<file path="src/rtl/tbd_pkg.sv">
package tbd_pkg;
    typedef enum logic [1:0] {
        SEL_TB_LO = 2'd0,
        SEL_TB_HI = 2'd1,
        SEL_DEC   = 2'd2,
        SEL_NONE  = 2'd3
    } tbd_sel_e;
endpackage

</file>
<file path="src/rtl/tbd_timebase.sv">
module tbd_timebase #(
    parameter int unsigned         WORD_W   = 32,
    parameter bit                  RTC_EN   = 1'b1,
    parameter logic [WORD_W-1:0]   RTC_MASK = 32'h3FFF_FF80
) (
    input  logic              clk,
    input  logic              rst_n,
    input  logic              tick,
    input  logic              rtc_mode,
    input  logic              wr_lo,
    input  logic              wr_hi,
    input  logic              snap_en,
    input  logic [WORD_W-1:0] wdata,
    output logic [WORD_W-1:0] lo_view,
    output logic [WORD_W-1:0] hi_snap
);
    localparam int unsigned TB_W = 2 * WORD_W;

    typedef struct packed {
        logic [TB_W-1:0]   tb;
        logic [WORD_W-1:0] snap;
    } tb_state_t;

    tb_state_t st_d, st_q;
    logic [WORD_W-1:0] lo_mask;

    generate
        if (RTC_EN) begin : g_rtc
            assign lo_mask = rtc_mode ? RTC_MASK : '1;
        end else begin : g_plain
            assign lo_mask = '1;
        end
    endgenerate

    always_comb begin
        st_d = st_q;
        if (wr_lo) begin
            st_d.tb[WORD_W-1:0] = wdata & lo_mask;
        end else if (wr_hi) begin
            st_d.tb[TB_W-1:WORD_W] = wdata;
        end else if (tick) begin
            st_d.tb = st_q.tb + 1'b1;
        end
        if (snap_en) begin
            st_d.snap = st_q.tb[TB_W-1:WORD_W];
        end
    end

    always_ff @(posedge clk) begin
        if (!rst_n) begin
            st_q <= '0;
        end else begin
            st_q <= st_d;
        end
    end

    assign lo_view = st_q.tb[WORD_W-1:0] & lo_mask;
    assign hi_snap = st_q.snap;

    AST_TB_STEP: assert property (@(posedge clk) disable iff (!rst_n)
        tick && !wr_lo && !wr_hi |=> st_q.tb == $past(st_q.tb) + 1'b1);
    AST_HI_KEEPS_LO: assert property (@(posedge clk) disable iff (!rst_n)
        wr_hi && !wr_lo |=> st_q.tb[WORD_W-1:0] == $past(st_q.tb[WORD_W-1:0]));
    AST_LO_KEEPS_HI: assert property (@(posedge clk) disable iff (!rst_n)
        wr_lo |=> st_q.tb[TB_W-1:WORD_W] == $past(st_q.tb[TB_W-1:WORD_W]));
    AST_SNAP_HOLD: assert property (@(posedge clk) disable iff (!rst_n)
        !snap_en |=> $stable(st_q.snap));
endmodule

</file>
<file path="src/rtl/tbd_decr.sv">
module tbd_decr #(
    parameter int unsigned WORD_W = 32
) (
    input  logic              clk,
    input  logic              rst_n,
    input  logic              tick,
    input  logic              wr,
    input  logic [WORD_W-1:0] wdata,
    input  logic              ack,
    output logic [WORD_W-1:0] count,
    output logic              irq
);
    localparam int unsigned MSB = WORD_W - 1;

    typedef struct packed {
        logic [WORD_W-1:0] cnt;
        logic              irq;
    } dec_state_t;

    dec_state_t st_d, st_q;
    logic wrap, neg_load;

    always_comb begin
        wrap     = tick && !wr && (st_q.cnt == '0);
        neg_load = wr && wdata[MSB] && !st_q.cnt[MSB];
        st_d     = st_q;
        if (wr) begin
            st_d.cnt = wdata;
        end else if (tick) begin
            st_d.cnt = wrap ? '1 : st_q.cnt - 1'b1;
        end
        if (wrap || neg_load) begin
            st_d.irq = 1'b1;
        end else if (ack) begin
            st_d.irq = 1'b0;
        end
    end

    always_ff @(posedge clk) begin
        if (!rst_n) begin
            st_q.cnt <= '1;
            st_q.irq <= 1'b0;
        end else begin
            st_q <= st_d;
        end
    end

    assign count = st_q.cnt;
    assign irq   = st_q.irq;

    AST_DEC_STEP: assert property (@(posedge clk) disable iff (!rst_n)
        tick && !wr && st_q.cnt != '0 |=> st_q.cnt == $past(st_q.cnt) - 1'b1);
    AST_DEC_WRAP: assert property (@(posedge clk) disable iff (!rst_n)
        tick && !wr && st_q.cnt == '0 |=> st_q.cnt == '1 && st_q.irq);
    AST_NEG_LOAD: assert property (@(posedge clk) disable iff (!rst_n)
        wr && wdata[MSB] && !st_q.cnt[MSB] |=> st_q.irq);
    AST_IRQ_HOLD: assert property (@(posedge clk) disable iff (!rst_n)
        st_q.irq && !ack |=> st_q.irq);
    AST_ACK_CLEAR: assert property (@(posedge clk) disable iff (!rst_n)
        ack && !wr && !tick |=> !st_q.irq);
    AST_WR_WINS: assert property (@(posedge clk) disable iff (!rst_n)
        wr |=> st_q.cnt == $past(wdata));
endmodule

</file>
<file path="src/rtl/timebase_decrementer.sv">
module timebase_decrementer
    import tbd_pkg::*;
#(
    parameter int unsigned       WORD_W   = 32,
    parameter bit                RTC_EN   = 1'b1,
    parameter logic [WORD_W-1:0] RTC_MASK = 32'h3FFF_FF80
) (
    input  logic              clk,
    input  logic              rst_n,
    input  logic              tick,
    input  logic              rtc_mode,
    input  logic              wr_en,
    input  logic              rd_en,
    input  logic [1:0]        addr,
    input  logic [WORD_W-1:0] wdata,
    output logic [WORD_W-1:0] rdata,
    output logic              dec_irq,
    input  logic              dec_ack
);
    tbd_sel_e sel;
    logic wr_lo, wr_hi, wr_dec, snap_en;
    logic [WORD_W-1:0] lo_view, hi_snap, dec_cnt;

    always_comb begin
        sel     = tbd_sel_e'(addr);
        wr_lo   = wr_en && (sel == SEL_TB_LO);
        wr_hi   = wr_en && (sel == SEL_TB_HI);
        wr_dec  = wr_en && (sel == SEL_DEC);
        snap_en = rd_en && (sel == SEL_TB_LO);
    end

    tbd_timebase #(
        .WORD_W  (WORD_W),
        .RTC_EN  (RTC_EN),
        .RTC_MASK(RTC_MASK)
    ) u_tb (
        .clk     (clk),
        .rst_n   (rst_n),
        .tick    (tick),
        .rtc_mode(rtc_mode),
        .wr_lo   (wr_lo),
        .wr_hi   (wr_hi),
        .snap_en (snap_en),
        .wdata   (wdata),
        .lo_view (lo_view),
        .hi_snap (hi_snap)
    );

    tbd_decr #(
        .WORD_W(WORD_W)
    ) u_dec (
        .clk  (clk),
        .rst_n(rst_n),
        .tick (tick),
        .wr   (wr_dec),
        .wdata(wdata),
        .ack  (dec_ack),
        .count(dec_cnt),
        .irq  (dec_irq)
    );

    always_comb begin
        unique case (sel)
            SEL_TB_LO: rdata = lo_view;
            SEL_TB_HI: rdata = hi_snap;
            SEL_DEC:   rdata = dec_cnt;
            default:   rdata = '0;
        endcase
    end

    AST_ONE_WRITE: assert property (@(posedge clk) disable iff (!rst_n)
        $countones({wr_lo, wr_hi, wr_dec}) <= 1);
    AST_IRQ_RISE_CAUSE: assert property (@(posedge clk) disable iff (!rst_n)
        $rose(dec_irq) |-> $past(tick) || $past(wr_dec));
endmodule

</file>
<file path="config.mk">
export PLATFORM = sky130hd
export DESIGN_NAME = timebase_decrementer
export DESIGN_NICKNAME = d
export VERILOG_FILES = /design/src/rtl/tbd_pkg.sv /design/src/rtl/tbd_timebase.sv /design/src/rtl/tbd_decr.sv /design/src/rtl/timebase_decrementer.sv
export SDC_FILE = /design/constraint.sdc
export NUM_CORES = 1
export LEC_CHECK = 0
export CAP_MARGIN = 20
export CORE_MARGIN = 2
export CORE_UTILIZATION = 40
export CTS_CLUSTER_DIAMETER = 50
export CTS_CLUSTER_SIZE = 10
export DETAILED_ROUTE_END_ITERATION = 8
export HOLD_SLACK_MARGIN = 0.08
export PLACE_DENSITY = 0.68
export SYNTH_ARGS = -nofsm -noshare
export SYNTH_HDL_FRONTEND = slang
export SYNTH_SLANG_ARGS = --single-unit
</file>
<file path="constraint.sdc">
create_clock -name clk -period 2.7 [get_ports clk]
set_clock_uncertainty 0.15 [all_clocks]
set_input_delay 0.54 -clock clk [delete_from_list [all_inputs] [get_ports clk]]
set_output_delay 0.54 -clock clk [all_outputs]
set_load 0.02 [all_outputs]
</file>
-- Word level (Yosys, flattened, before mapping)
Index checks and enable logic that the tools add are counted.
- logic and storage cells: 43
- flip-flop bits (word level): 129
- bitwise operators: 3
- mux-type cells: 11
- $add $sub $neg: 2
- equal/unequal tests: 3
- reductions and logical operators: 19
- operators with widths (cell ; number):
    32-bit two-way mux ; 7
    32-bit one-hot mux with 3 select lines ; 1
    64-bit by 1-bit adder with 64-bit output, second input constant ; 1
    32-bit bitwise AND ; 2
    64-bit two-way mux ; 1
    32-bit zero test ; 1
    32-bit by 1-bit subtractor with 32-bit output, second input constant ; 1
    1-bit logical AND ; 8
    2-bit nonzero test ; 4
    2-bit AND reduction ; 2
    2-bit by 1-bit == test with 1-bit output, second input constant ; 1
    2-bit == test, second input constant ; 1
    1-bit zero test ; 2
    2-bit zero test ; 1
    1-bit two-way mux ; 2
    2-bit by 1-bit inequality test with 1-bit output, second input constant ; 1
    1-bit logical OR ; 1
    1-bit inverter ; 1

-- Depth between registers and ports, before layout
- word-level depth: 8
- mapped depth: 9
- depth with buffers taken out: 8

-- Modules after synthesis
Synthesis repeated with hierarchy kept, for this count alone.
- cell total of the unflattened synthesis: 1137
- area, all modules: 8926.1 sq um
- modules (own cells, without submodules) (module ; cells an instance ; times used ; seq. area each (sq um) ; area an instance (sq um)):
    tbd_timebase ; 777 ; 1 ; 1921.8 ; 6009.5
    tbd_decr ; 278 ; 1 ; 660.6 ; 2160.8
    timebase_decrementer ; 82 ; 1 ; 0.0 ; 755.7

-- Worst setup path before layout
Ideal clock, no wire load.
- kind: input -> output
- start: in addr[1]
- end: out rdata[13]
- path slack: 96 ps
- buffers on the path: 2
- cell stages on the path: 4
- data required time: 2010 ps
- data arrival time: 1914 ps
- path through: clkbuf_1 buf_1 mux2i_1 o21ai_0
- word-level cells in the longest chain between the ends: 2
- RTL lines (item ; line ; source):
    start: declaration ; timebase_decrementer.sv:14 ; input logic [1:0] addr,
    2-bit == test (tied with other cells) ; timebase_decrementer.sv:63 ; unique case (sel)
    32-bit one-hot mux with 3 select lines (*) ; timebase_decrementer.sv:63 ;
    end: declaration ; timebase_decrementer.sv:16 ; output logic [WORD_W-1:0] rdata,
Mark *: on every way between the ends. The rest lies on a longest branch, timed or not.

-- Final worst setup path
- start: reg u_tb.st_q[37] (netlist name)
- end: reg u_tb.st_q[89] (netlist name)
- word-level cells in the longest chain between the ends: 3
- RTL lines (item ; line ; source):
    start: declaration ; tbd_timebase.sv:24 ; tb_state_t st_d, st_q;
    start signal: assignment ; tbd_timebase.sv:53 ; st_q <= st_d;
    64-bit by 1-bit adder with 64-bit output ; tbd_timebase.sv:42 ; st_d.tb = st_q.tb + 1'b1;
    64-bit two-way mux ; tbd_timebase.sv:41 ; end else if (tick) begin
    32-bit two-way mux ; tbd_timebase.sv:39 ; end else if (wr_hi) begin
No other way between the ends. The select of a mux whose other input is x is not followed.
A chain may end at the register's enable or synchronous reset.

==> impl_metrics.ini <==
[outcome]
outcome = complete, no violations

[global_routing]
first_global_vias = 7815
track_usage_pct = 28.0
grt_max_degree = 52
gr-total-overflow = 0
grt_first_pass_wirelength_um = 43200
grt_antenna_before_repair = 0

[setup_path]
cp-end-kind = flip-flop
cp-start-kind = flip-flop
r2r_start = u_tb.st_q[37]
worstPathArrival_ps = 2840
required_ps = 2880
reg2reg_slack_ps = 40
worstReg2RegEnd = u_tb.st_q[89]
crit_type = reg -> reg
reg2regPathDepth = 7
path_max_fanout = 12

[die]
ios = 74
initial_utilization_pct = 40.4
die_w_um = 141
rows = 50
coreArea_sq_um = 18600
die_h_um = 141
die_area_sq_um = 19900

[power_and_ir_drop]
pwr-share-seq_pct = 38.9
power.switching_mw = 1.37
max-vdd-ir-drop_v = 0.000630
power_density_nw_per_um2 = 543
internal_power_mw = 3.92
p_clk_share_pct = 47.9
pwr-share-comb_pct = 13.2
p_leak_nw = 3.47
p_sw_share_pct = 25.9
finalPower_mw = 5.28

[detailed_routing]
num_vias = 8570
drt_iter0_drc = 1057
wl_um = 28200
vias_per_cell = 6.03
drc = 0
wl_met3_um = 2440
ant_nets = 0
firstDrtPassIters = 5
highest_layer = met4
dr_wl_met2_um = 12400
drt-met1-wl_um = 11700
post_drt_wl_per_cell_um = 19.9

[sta]
finalSetupViolations = 0
fin_crit_sh_pct = 98.6
finalMaxSlewViolations = 0
finalHoldWorstSlack_ps = 305
setup_slack_ps = 38.4
finalHoldViolCount = 0
fin_crit_ps = 2660
slew_headroom_pct = 62.6
max_clock_freq_mhz = 376
rsz0062_at_grt = yes
tightest_slew_ps = 562

[synthesis]
syn-num-nets = 1084
async_reset_ff_share_pct = 0
ys_types = 62
syn_area_sq_um = 7500
synth-seq-area-share_pct = 34.4
synthCells = 1041
ys_seq_elements = 129
synthFlopType = dfxtp_1
synth_top_cell_area_share_pct = 34.4
synth_top_area_cell = dfxtp_1
syn-mean-instance-area_sq_um = 7.20
synth_edf_count = 0
synthTopCellsByArea = dfxtp_1 (34%), nand2_1 (8.8%), a21oi_1 (7.6%), o21ai_0 (6.2%), nor2_1 (3.8%)
yosys_warnings = 0

[finish]
layout-drive-gt1-share_pct = 16.8
fin_nets = 1217
diodes = 0
synthToLayoutAreaGrowth_pct = 29.9

[clock_tree]
cts_root_buffer = clkbuf_16
numCtsBuffers = 17
cts-htree-levels = 4
cts.clk_slew.worst_paths_ps = 60
clock_path_buffers = 2
clock_latency_ps = 430
cts_tree = yes
cts.sinks = 129

[placement]
pre_cts_ws_ps = -360
hpwl_um = 20600
gp_congestion = 0.961
port_buffers = 73

[hold_path]
hold_class = reg -> reg
hold_end = u_tb.hi_snap[11]
worst_hold_startpoint = u_tb.hi_snap[11]
min_delay_path_depth = 2

[job]
cap_violations = 0
-- power groups by stage --
stage	clock [mW]	combinational, mW	sequential [mW]
finish	2.53	0.697	2.06
global route	2.63	0.741	2.06
CTS	2.53	0.692	2.05
detailed placement	0	0.708	2.09
global placement	0	0.701	2.09
floorplan	0	0.344	2.07
-- Yosys cell counts, types with 9 or more instances --
cell,count
a21oi_1,114
a211oi_1,9
and3_1,12
or3_1,15
xnor2_1,21
nor3b_1,10
nand3_1,25
o211ai_1,20
nor4_1,19
clkbuf_1,72
mux2i_1,24
a31oi_1,21
o31ai_1,10
o21ai_0,93
nor3_1,37
dfxtp_1,129
nand2_1,176
nor2_1,76
nand4_1,27
inv_1,14
-- layer usage --
metal  up-vias  global-route usage (%)
li1       4060                       -
met1      3955                    36.6
met2       465                    43.2
met3        90                    6.05
met4         0                    15.3
met5         -                       0
-- worst max path at each step --
stage / from / endpoint / slack, ps / cells after the start
3_5_place_dp: addr[0] / rdata[2] / -360 / 7
6_report: u_tb.st_q[37] / u_tb.st_q[89] / 40 / 7
2_1_floorplan: addr[1] / rdata[13] / 100 / 4
5_1_grt: u_tb.st_q[48] / u_tb.st_q[94] / -20 / 7
3_3_place_gp: addr[0] / rdata[1] / -350 / 7
4_1_cts: addr[0] / rdata[24] / 1 / 7
-- cell type report --
class	count	area, sq um
multi-input combinational	817	4580
fill	1818	8840
clock inverter	11	185
sequential	129	2580
tap	234	293
inverter	15	56.3
clock buffer	21	450
timing repair buffer	194	1600
-- cells in the final DEF (no fill, tap or decap), types with 4 or more instances in the layout --
cell,netlist,routed
o31ai_1,10,10
o22ai_1,5,5
buf_12,0,8
o211ai_1,20,20
nand3_1,25,25
o41ai_1,5,5
o31a_1,6,6
a31oi_1,21,21
bufinv_16,0,5
nor3b_1,10,9
inv_1,14,14
a211oi_1,9,9
and3_1,12,12
nand2b_1,5,5
buf_2,3,31
a21oi_1,114,114
o21ai_0,93,91
clkinv_2,0,4
clkdlybuf4s50_1,0,40
nor4_1,19,18
or2_2,4,4
clkbuf_16,0,18
nand2_1,176,176
xor2_1,6,6
or3_1,15,15
or4_1,7,7
nand3b_1,6,6
buf_4,0,111
nor3_1,37,37
nor2_1,76,75
xnor2_1,21,21
and2_1,5,5
a311oi_1,4,4
a22oi_1,7,7
nand4_1,27,27
dfxtp_1,129,129
mux2i_1,24,24
-- timing repair --
action	in CTS	in global routing
pin swaps	0	1
hold buffers	0	0
resized for setup	137	27
setup buffers	0	1
endpoints found under the setup margin	32	34
cloned	0	1
-- per-stage QoR --
| stage | instances | TNS, ps | util (%) | cell area (sq um) |
|---|---|---|---|---|
| 3_3_place_gp | 1387 | -13580 | 49.6 | 9210 |
| 6_report | 1421 | 0 | 52.4 | 9740 |
| 2_1_floorplan | 1041 | 0 | - | 7500 |
| 3_5_place_dp | 1387 | -14180 | 49.6 | 9210 |
| 4_1_cts | 1419 | 0 | 52.8 | 9800 |
| 5_1_grt | 1421 | -19.5 | 52.4 | 9740 |
-- flip-flops by register name (all words and copies together), names as in the netlist --
register and count:
u_tb.st_q 64, u_dec.count 32, u_tb.hi_snap 32, u_dec.irq 1
-- logic make-up (layout without fill, tap and decap cells) --
group | Yosys count | after routing | share of synthesized area (%)
AND/OR/NAND/NOR | 444 | 444 | 28.6
AO/OA/AOI/OAI | 319 | 319 | 25.3
flip-flops | 129 | 129 | 34.4
buffers and inverters | 95 | 241 | 4.80
XOR/XNOR | 27 | 27 | 3.15
multiplexers | 25 | 25 | 3.35
adder cells (fa/ha/maj) | 2 | 2 | 0.334
-- worst max-delay path, cell delays in order, from the launching register on --
cell and delay [ps]:
dfxtp_1 390, nand3_1 160, nor4_1 310, buf_4 250, nand4_1 290, or3_4 510
o31a_1 250, a311oi_1 260
Power figures use the tool's default switching activity.
